### src/rtl/irqc_pkg.sv
package irqc_pkg;

    typedef enum logic [1:0] {
        SEL_ENABLE = 2'd0,
        SEL_PRIO   = 2'd1,
        SEL_TYPE   = 2'd2,
        SEL_NONE   = 2'd3
    } reg_sel_e;

    typedef struct packed {
        logic smp;
        logic flag;
    } pin_state_t;

endpackage

### src/rtl/irqc_pin_capture.sv
module irqc_pin_capture
    import irqc_pkg::*;
(
    input  logic clk,
    input  logic rst_n,
    input  logic mc_tick,
    input  logic pin_n,
    input  logic edge_md,
    input  logic clr,
    output logic pend
);

    pin_state_t st_d, st_q;

    always_comb begin
        st_d = st_q;
        if (clr) begin
            st_d.flag = 1'b0;
        end
        if (mc_tick) begin
            st_d.smp = pin_n;
            if (edge_md && st_q.smp && !pin_n) begin
                st_d.flag = 1'b1;
            end
        end
        if (!edge_md) begin
            st_d.flag = 1'b0;
        end
    end

    always_ff @(posedge clk or negedge rst_n) begin
        if (!rst_n) begin
            st_q <= '{smp: 1'b1, flag: 1'b0};
        end else begin
            st_q <= st_d;
        end
    end

    assign pend = edge_md ? st_q.flag : !st_q.smp;

endmodule

### src/rtl/irqc_select.sv
module irqc_select #(
    parameter int SRC_N = 5,
    parameter int IDX_W = 3
) (
    input  logic [SRC_N-1:0] armed,
    input  logic [SRC_N-1:0] hi_mask,
    input  logic [1:0]       svc,
    output logic             ok,
    output logic             lvl_hi,
    output logic [IDX_W-1:0] idx
);

    logic             hi_any_d, lo_any_d;
    logic [IDX_W-1:0] hi_idx_d, lo_idx_d;

    always_comb begin
        hi_any_d = 1'b0;
        lo_any_d = 1'b0;
        hi_idx_d = '0;
        lo_idx_d = '0;
        for (int i = SRC_N - 1; i >= 0; i--) begin
            if (armed[i] && hi_mask[i]) begin
                hi_any_d = 1'b1;
                hi_idx_d = IDX_W'(i);
            end
            if (armed[i] && !hi_mask[i]) begin
                lo_any_d = 1'b1;
                lo_idx_d = IDX_W'(i);
            end
        end
    end

    always_comb begin
        ok     = 1'b0;
        lvl_hi = 1'b0;
        idx    = '0;
        if (hi_any_d && !svc[1]) begin
            ok     = 1'b1;
            lvl_hi = 1'b1;
            idx    = hi_idx_d;
        end else if (lo_any_d && (svc == 2'b00)) begin
            ok     = 1'b1;
            idx    = lo_idx_d;
        end
    end

endmodule

### src/rtl/irqc_svc_stack.sv
module irqc_svc_stack (
    input  logic       clk,
    input  logic       rst_n,
    input  logic       push,
    input  logic       push_hi,
    input  logic       pop,
    output logic [1:0] svc
);

    logic [1:0] svc_d, svc_q;

    always_comb begin
        svc_d = svc_q;
        if (pop) begin
            if (svc_q[1]) begin
                svc_d[1] = 1'b0;
            end else begin
                svc_d[0] = 1'b0;
            end
        end
        if (push) begin
            svc_d[push_hi] = 1'b1;
        end
    end

    always_ff @(posedge clk or negedge rst_n) begin
        if (!rst_n) begin
            svc_q <= 2'b00;
        end else begin
            svc_q <= svc_d;
        end
    end

    assign svc = svc_q;

endmodule

### src/rtl/irqc_top.sv
module irqc_top
    import irqc_pkg::*;
#(
    parameter int NUM_PAIRS = 2,
    parameter int REG_W     = 8,
    parameter int VEC_W     = 16,
    parameter int VEC_BASE  = 3,
    parameter int VEC_STEP  = 8
) (
    input  logic                   clk,
    input  logic                   rst_n,
    input  logic                   mc_tick,
    input  logic [NUM_PAIRS-1:0]   ext_pin_n,
    input  logic [NUM_PAIRS-1:0]   tmr_ovf,
    input  logic                   ser_rx_flag,
    input  logic                   ser_tx_flag,
    input  logic                   reg_wr,
    input  logic [1:0]             reg_sel,
    input  logic [REG_W-1:0]       reg_wdata,
    input  logic                   irq_ack,
    input  logic                   irq_reti,
    output logic                   irq_req,
    output logic                   irq_hi,
    output logic [VEC_W-1:0]       irq_vec,
    output logic [1:0]             in_service,
    output logic [2*NUM_PAIRS:0]   pend_flags
);

    localparam int SRC_N   = 2 * NUM_PAIRS + 1;
    localparam int IDX_W   = $clog2(SRC_N);
    localparam int SER_IDX = SRC_N - 1;

    typedef struct packed {
        logic                 glb;
        logic [SRC_N-1:0]     en;
        logic [SRC_N-1:0]     hi;
        logic [NUM_PAIRS-1:0] edge_md;
        logic [NUM_PAIRS-1:0] tflag;
    } ctl_t;

    ctl_t ctl_d, ctl_q;

    logic [SRC_N-1:0]     pend;
    logic [SRC_N-1:0]     armed;
    logic [SRC_N-1:0]     clr;
    logic [NUM_PAIRS-1:0] ext_pend;
    logic                 sel_ok;
    logic                 sel_hi;
    logic [IDX_W-1:0]     sel_idx;
    logic                 ack_fire;
    logic                 glb_on;
    logic [1:0]           svc;

    genvar k;
    generate
        for (k = 0; k < NUM_PAIRS; k++) begin : g_pair
            irqc_pin_capture u_pin (
                .clk     (clk),
                .rst_n   (rst_n),
                .mc_tick (mc_tick),
                .pin_n   (ext_pin_n[k]),
                .edge_md (ctl_q.edge_md[k]),
                .clr     (clr[2*k]),
                .pend    (ext_pend[k])
            );
            assign pend[2*k]   = ext_pend[k];
            assign pend[2*k+1] = ctl_q.tflag[k];
        end
    endgenerate

    assign pend[SER_IDX] = ser_rx_flag | ser_tx_flag;
    assign armed         = pend & ctl_q.en & {SRC_N{ctl_q.glb}};
    assign glb_on        = ctl_q.glb;

    irqc_select #(
        .SRC_N (SRC_N),
        .IDX_W (IDX_W)
    ) u_sel (
        .armed   (armed),
        .hi_mask (ctl_q.hi),
        .svc     (svc),
        .ok      (sel_ok),
        .lvl_hi  (sel_hi),
        .idx     (sel_idx)
    );

    assign ack_fire = irq_ack && sel_ok;
    assign clr      = ack_fire ? (SRC_N'(1) << sel_idx) : '0;

    irqc_svc_stack u_svc (
        .clk     (clk),
        .rst_n   (rst_n),
        .push    (ack_fire),
        .push_hi (sel_hi),
        .pop     (irq_reti),
        .svc     (svc)
    );

    always_comb begin
        ctl_d = ctl_q;
        if (reg_wr) begin
            case (reg_sel_e'(reg_sel))
                SEL_ENABLE: begin
                    ctl_d.glb = reg_wdata[REG_W-1];
                    ctl_d.en  = reg_wdata[SRC_N-1:0];
                end
                SEL_PRIO: ctl_d.hi      = reg_wdata[SRC_N-1:0];
                SEL_TYPE: ctl_d.edge_md = reg_wdata[NUM_PAIRS-1:0];
                default: ;
            endcase
        end
        for (int t = 0; t < NUM_PAIRS; t++) begin
            if (clr[2*t+1]) begin
                ctl_d.tflag[t] = 1'b0;
            end
            if (tmr_ovf[t]) begin
                ctl_d.tflag[t] = 1'b1;
            end
        end
    end

    always_ff @(posedge clk or negedge rst_n) begin
        if (!rst_n) begin
            ctl_q <= '0;
        end else begin
            ctl_q <= ctl_d;
        end
    end

    assign irq_req    = sel_ok;
    assign irq_hi     = sel_ok && sel_hi;
    assign irq_vec    = sel_ok ? (VEC_W'(VEC_BASE) + VEC_W'(sel_idx) * VEC_W'(VEC_STEP))
                               : '0;
    assign in_service = svc;
    assign pend_flags = pend;

endmodule

### config.mk
export PLATFORM = sky130hd
export DESIGN_NAME = irqc_top
export DESIGN_NICKNAME = d
export VERILOG_FILES = /design/src/rtl/irqc_pkg.sv /design/src/rtl/irqc_pin_capture.sv /design/src/rtl/irqc_select.sv /design/src/rtl/irqc_svc_stack.sv /design/src/rtl/irqc_top.sv
export SDC_FILE = /design/constraint.sdc
export NUM_CORES = 1
export LEC_CHECK = 0
export ABC_CLOCK_PERIOD_IN_PS = 2200
export BUFFER_PORTS_ARGS = -buffer_cell sky130_fd_sc_hd__buf_2
export CAP_MARGIN = 20
export CORE_MARGIN = 5
export CORE_UTILIZATION = 44
export DETAILED_ROUTE_END_ITERATION = 10
export GPL_TIMING_DRIVEN = 1
export PLACE_DENSITY_LB_ADDON = 0.12
export SYNTH_ARGS = -nofsm -noshare
export SYNTH_HDL_FRONTEND = slang
export SYNTH_SLANG_ARGS = --single-unit
### constraint.sdc
create_clock -name clk -period 2.2 [get_ports clk]
set_clock_uncertainty 0.2 [all_clocks]
set_input_delay 0.22 -clock clk [delete_from_list [all_inputs] [get_ports clk]]
set_output_delay 0.22 -clock clk [all_outputs]
set_load 0.05 [all_outputs]
# Yosys cells after proc, flatten, opt, wreduce, memory -nomap -nowiden
# Cells that the tools add are included.
dict set report totals {
  latch_bits 0
  ff_bits 21
  wordCells 103
  mem_bits_rw 0
  n_memories 0
  out_inout_bits 25
  mem_bits_ro 0
}
dict set report op_classes {
  reduce_logical 36
  n_lt_le_gt_ge 2
  n_eq_ne 2
  n_mul 0
  div 0
  shift 1
  addsub 1
  n_mux 46
  bitwise 4
}
# op n
set op_table {}
lappend op_table {{3-bit 2-to-1 mux} 12}
lappend op_table {{1-bit 2-to-1 mux} 29}
lappend op_table {{1-bit logical AND} 19}
lappend op_table {{5-bit bitwise AND} 2}
lappend op_table {{1-bit logical NOT} 10}
lappend op_table {{2-bit by 6-bit adder with 7-bit output (first input constant)} 1}
lappend op_table {{7-bit 2-to-1 mux} 1}
lappend op_table {{2-bit AND reduction} 3}
lappend op_table {{2-bit logical NOT} 2}
lappend op_table {{2-bit 2-to-1 mux} 2}
lappend op_table {{4-bit 2-to-1 mux} 1}
lappend op_table {{2-bit nonzero test} 2}
lappend op_table {{1-bit by 3-bit << shifter with 4-bit output (first input constant)} 1}
lappend op_table {{2-bit by 1-bit == test with 1-bit output (second input constant)} 1}
lappend op_table {{2-bit == test (second input constant)} 1}
lappend op_table {{1-bit by 2-bit less-than comparator with 1-bit output (second input constant)} 1}
lappend op_table {{2-bit OR} 1}
lappend op_table {{1-bit demux with 1-bit select} 1}
lappend op_table {{1-bit greater-or-equal comparator (second input constant)} 1}
lappend op_table {{1-bit OR} 1}

# Longest topological paths before layout
dict set report depth {
  ltp_word 19
  depth_mapped 7
}

# Modules after synthesis
# From an unflattened synthesis, not the netlist that was laid out.
dict set report hier_totals {
  cells_unflattened 125
  area_unflattened_um2 1255.0
}
# module instances cells_per_inst seq_area_each_um2 area_each_um2
set modules_own_cells {}
lappend modules_own_cells {irqc_top 1 68 375.4 793.3}
lappend modules_own_cells {irqc_pin_capture 2 8 51.3 95.1}
lappend modules_own_cells {irqc_select 1 33 0.0 190.2}
lappend modules_own_cells {irqc_svc_stack 1 8 50.0 81.3}

# Worst setup path after synthesis
# No wires, ideal clock.
dict set report synth_path {
  kind {reg-to-reg}
  start {register g_pair[0].u_pin.st_q[1] (netlist bit)}
  end {register g_pair[1].u_pin.st_q[0] (netlist bit)}
  path_stages_with_launch 7
  path_slack_ps -2101
  setup_time_ps 98
  path_buffers 0
  arrival_time_ps 4004
  t_required_ps 1902
  path_cell_list {dfstp_2 nor2b_1 or4_1 nand4b_1 a2111oi_0 nor2_1 a22oi_1}
}
# item line
set synth_rtl {}
lappend synth_rtl {{start, declared} irqc_pin_capture.sv:13} ;# pin_state_t st_d, st_q;
lappend synth_rtl {{start signal, assigned} irqc_pin_capture.sv:33} ;# st_q <= '{smp: 1'b1, flag: 1'b0};
lappend synth_rtl {{start signal, assigned} irqc_pin_capture.sv:35} ;# st_q <= st_d;
lappend synth_rtl {{end signal, assigned} irqc_pin_capture.sv:33}
lappend synth_rtl {{end signal, assigned} irqc_pin_capture.sv:35}
lappend synth_rtl {{end, declared} irqc_pin_capture.sv:13}

# Worst setup path in the final report
dict set report layout_path {
  start {register ctl_q[3] (netlist bit)}
  end {output irq_vec[4]}
}
dict set report layout_via {
  elab_chain_len 12
  word_cells_on_any_way 25
  classes_between {1 x add/sub; 18 x mux; 2 x bitwise; 4 x reduce/logical}
}
# item line
set layout_rtl {}
lappend layout_rtl {{start, declared} irqc_top.sv:41} ;# ctl_t ctl_d, ctl_q;
lappend layout_rtl {{start signal, assigned} irqc_top.sv:126} ;# ctl_q <= ctl_d;
lappend layout_rtl {{1-bit 2-to-1 mux *} irqc_pin_capture.sv:39} ;# assign pend = edge_md ? st_q.flag : !st_q.smp;
lappend layout_rtl {{5-bit bitwise AND * (2 in series)} irqc_top.sv:72} ;# assign armed = pend & ctl_q.en & {SRC_N{ctl_q.glb}};
lappend layout_rtl {{1-bit logical AND} irqc_select.sv:26} ;# if (armed[i] && !hi_mask[i]) begin
lappend layout_rtl {{1-bit 2-to-1 mux (3 in series)} irqc_select.sv:26}
lappend layout_rtl {{1-bit logical AND} irqc_select.sv:41} ;# end else if (lo_any_d && (svc == 2'b00)) begin
lappend layout_rtl {{3-bit 2-to-1 mux} irqc_select.sv:41}
lappend layout_rtl {{3-bit 2-to-1 mux} irqc_select.sv:37} ;# if (hi_any_d && !svc[1]) begin
lappend layout_rtl {{2-bit by 6-bit adder with 7-bit output} irqc_top.sv:132} ;# assign irq_vec = sel_ok ? (VEC_W'(VEC_BASE) + VEC_W'(sel_idx) * VEC_W'(VEC_STEP))
lappend layout_rtl {{7-bit 2-to-1 mux *} irqc_top.sv:132}
lappend layout_rtl {{end, declared} irqc_top.sv:24} ;# output logic [VEC_W-1:0] irq_vec,
# Every way passes the cells marked *; elsewhere a longest branch is shown, timed or not.

==> results.yml <==
run_status:
  status: "complete, but fails checks"
  violations: "setup timing"
logic_synthesis:
  synth.distinct_cells: 41
  synth-seq-area-share_pct: 40.0
  syn_area_um2: 1320
  ys_warn_count: 0
  synth_top_area_share_pct: 36.0
  ys_ff_latch: 21
  netlist_instances: 124
  synthTopCellsByArea: "dfrtp_1 36%, mux2_2 13%, buf_4 9.7%"
  synth_top_area_cell: "dfrtp_1"
  avgSynthCellArea_um2: 10.7
timing:
  layout_setup_ws_ns: -0.398
  hold_viol: 0
  rsz0062_at_grt: "true"
  fin_crit_sh_pct: 118
  slew_violations: 0
  setup_tns_ns: -2.01
  finalSetupViolCount: 11
  holdWs_ns: 0.0102
  timing.fmax_ghz: 0.385
  min_period_ns: 2.60
global_routing:
  grt_max_degree: 22
  antenna_found_initial: 0
  grt_util_all_layers_pct: 16.8
  grt_overflow_total: 0
  grt_pass1_vias: 1253
  grt_pass1_wl_um: 5510
die:
  initial_utilization_pct: 46.7
  core_um2: 2830
  die_width_um: 64.8
  die_area_um2: 4200
  ios: 47
  rows: 19
  die_y_um: 64.8
clock_tree:
  htreeDepth: 1
  clock_insertion_delay_worst_skew_ns: 0.31
  cts_buffers: 3
  clock_path_buffers: 2
  cts-root-buf: "clkbuf_4"
  clock_sinks: 21
  clk_pin_slew_ns: 0.12
  cts_tree: "built"
cells_and_area:
  layout.nets: 224
  final_common_cell: "buf_4"
  n_antenna_cell: 0
  ff_latch_area_um2: 528
  drive_gt1_share_pct: 55.2
  final_cell_area_um2: 2010
  final_util_pct: 71.0
  synthToLayoutAreaGrowth_pct: 52.1
  layout.cells.non_filler: 232
  multi_input_area_um2: 792
  nFillCells: 212
  final_cell_mix: "33 x buf_4, 26 x buf_2, 19 x dfrtp_1, 15 x mux2_2, 13 x dlygate4sd3_1"
detailed_routing:
  wl_per_cell_um: 14.5
  drc_errors: 0
  first_pass_iters: 4
  vias: 1221
  dr.first_iter.drc_count: 63
  route.antenna.remaining_nets: 0
  via_per_inst: 5.26
  wl_um: 3360
power:
  pwr-share-comb_pct: 64.0
  clock_power_share_pct: 9.6
  seqPwrFrac_pct: 26.4
  powerDensity_nw_per_um2: 995
  leakage_nw: 0.935
  swShare_pct: 46.2
  p_total_mw: 2.00
  intPower_mw: 1.07
  ir_worst_vdd_uv: 483
  p_switching_mw: 0.925
worst_setup_path:
  required_ns: 1.78
  worstSetupPathType: "flip-flop to output pin"
  cp-end-kind: "output pin"
  crit_chain: "nor2b_4, nor4_1, and2b_1, o32a_1, nor2_4, buf_6"
  startpoint_type: "flip-flop"
  cp_slowest_cell: "dfrtp_1"
  cp.arrival_ns: 2.18
  slowest_delay_ns: 0.44
  critPathMaxFanout: 3
place:
  place_congestion: 0.848
  hpwl_um: 2570
  placed_cell_area_um2: 1680
  place_ws_ns: -0.219
  io_buffer_count: 33
  dp_cells: 206
min_path:
  hp-class: "primary input to flip-flop"
flow_run:
  cap_violations: 0
-- registers in the layout (all words and copies together) (netlist names) --
register and cells:
g_pair.u_pin.st_q 4, u_svc.svc 2, pend_flags 2, glb_on 1
ctl_q 12
-- critical path, delay by kind of cell, from the launching register on --
kind | cells | cell delay, ns
and+or+nand+nor | 4 | 0.88
DFF | 1 | 0.44
AOI/OAI and AO/OA | 1 | 0.40
buffers and inverters | 1 | 0.16
-- kinds of logic (layout without fill, tap and decap cells) --
family,Yosys count,count (layout),synth area share [%]
AO/OA/AOI/OAI,16,16,10.0
buffers and inverters,21,88,11.4
flip-flops,21,21,40.0
multiplexers,15,15,12.8
other,1,11,0.284
AND/OR/NAND/NOR,50,50,25.6
-- Yosys cell counts --
master and count:
o31ai_1 1, nor3b_1 1, inv_1 3, mux2_2 15
dfstp_2 2, nand2_1 8, o21ai_0 2, buf_4 17
nand4_1 3, o32a_1 1, a22oi_2 1, nand2b_2 1
nand3_1 2, nor2_1 7, a22oi_1 1, o22ai_1 1
and4_1 1, and2b_1 2, a32o_1 2, and4b_1 1
nor2b_2 1, and3_4 2, o21ai_2 1, o41a_1 1
dfrtp_1 19, a2111oi_0 1, or2_2 1, nor4_1 2
nand2b_1 2, a21o_1 2, o211ai_1 2, nor2b_1 3
nor3_1 1, or4_1 1, nor4_2 1, nor2b_4 1
buf_6 1, nand3b_1 2, nand4b_1 6, nor4b_2 1
conb_1 1
-- timing repair --
item / in CTS / in global routing
hold endpoints to repair: 37 / 0
resized for setup: 20 / 10
pin swaps: 13 / 8
setup endpoints to repair: 12 / 12
setup buffers: 5 / 4
hold buffers: 13 / 0
-- final timing paths --
path / from / end / slack, ns / cells past startpoint
setup / recovery: ctl_q[3]$_DFFE_PN0P_ / irq_vec[4] / -0.40 / 6
min in group asynchronous: rst_n / ctl_q[13]$_DFFE_PN0P_ / 0.20 / 2
setup reg to reg: ctl_q[3]$_DFFE_PN0P_ / pend_flags[3]$_DFFE_PN0P_ / -0.23 / 7
hold / removal: mc_tick / g_pair[1].u_pin.st_q[1]$_DFFE_PN1P_ / 0.01 / 2
hold reg to reg: ctl_q[13]$_DFFE_PN0P_ / ctl_q[13]$_DFFE_PN0P_ / 0.34 / 1
max in group asynchronous: rst_n / g_pair[1].u_pin.st_q[1]$_DFFE_PN1P_ / 1.24 / 2
-- layout make-up --
class                           count  share of cell area, %
Inverter                            3                  0.560
Clock buffer                        4                   1.31
Timing Repair Buffer               81                   30.5
Multi-Input combinational cell     92                   39.4
Sequential cell                    21                   26.3
Tap cell                           31                   1.93
-- power groups by stage --
stage / Sequential, mW / Combinational (mW) / Clock [mW]
floorplan: 0.575 / 0.789 / 0
global placement: 0.529 / 1.04 / 0
detailed placement: 0.533 / 1.06 / 0
CTS: 0.526 / 1.21 / 0.195
global route: 0.540 / 1.35 / 0.216
finish: 0.527 / 1.28 / 0.192
-- metal layers --
metal,vias to the layer above,track usage (%),part of all wire (%)
met5,-,0,0
met4,0,4.75,0.80
met3,6,2.59,6.4
met2,50,31.3,52
met1,578,19.8,40
li1,587,-,-
(Power assumes the default switching activity.)
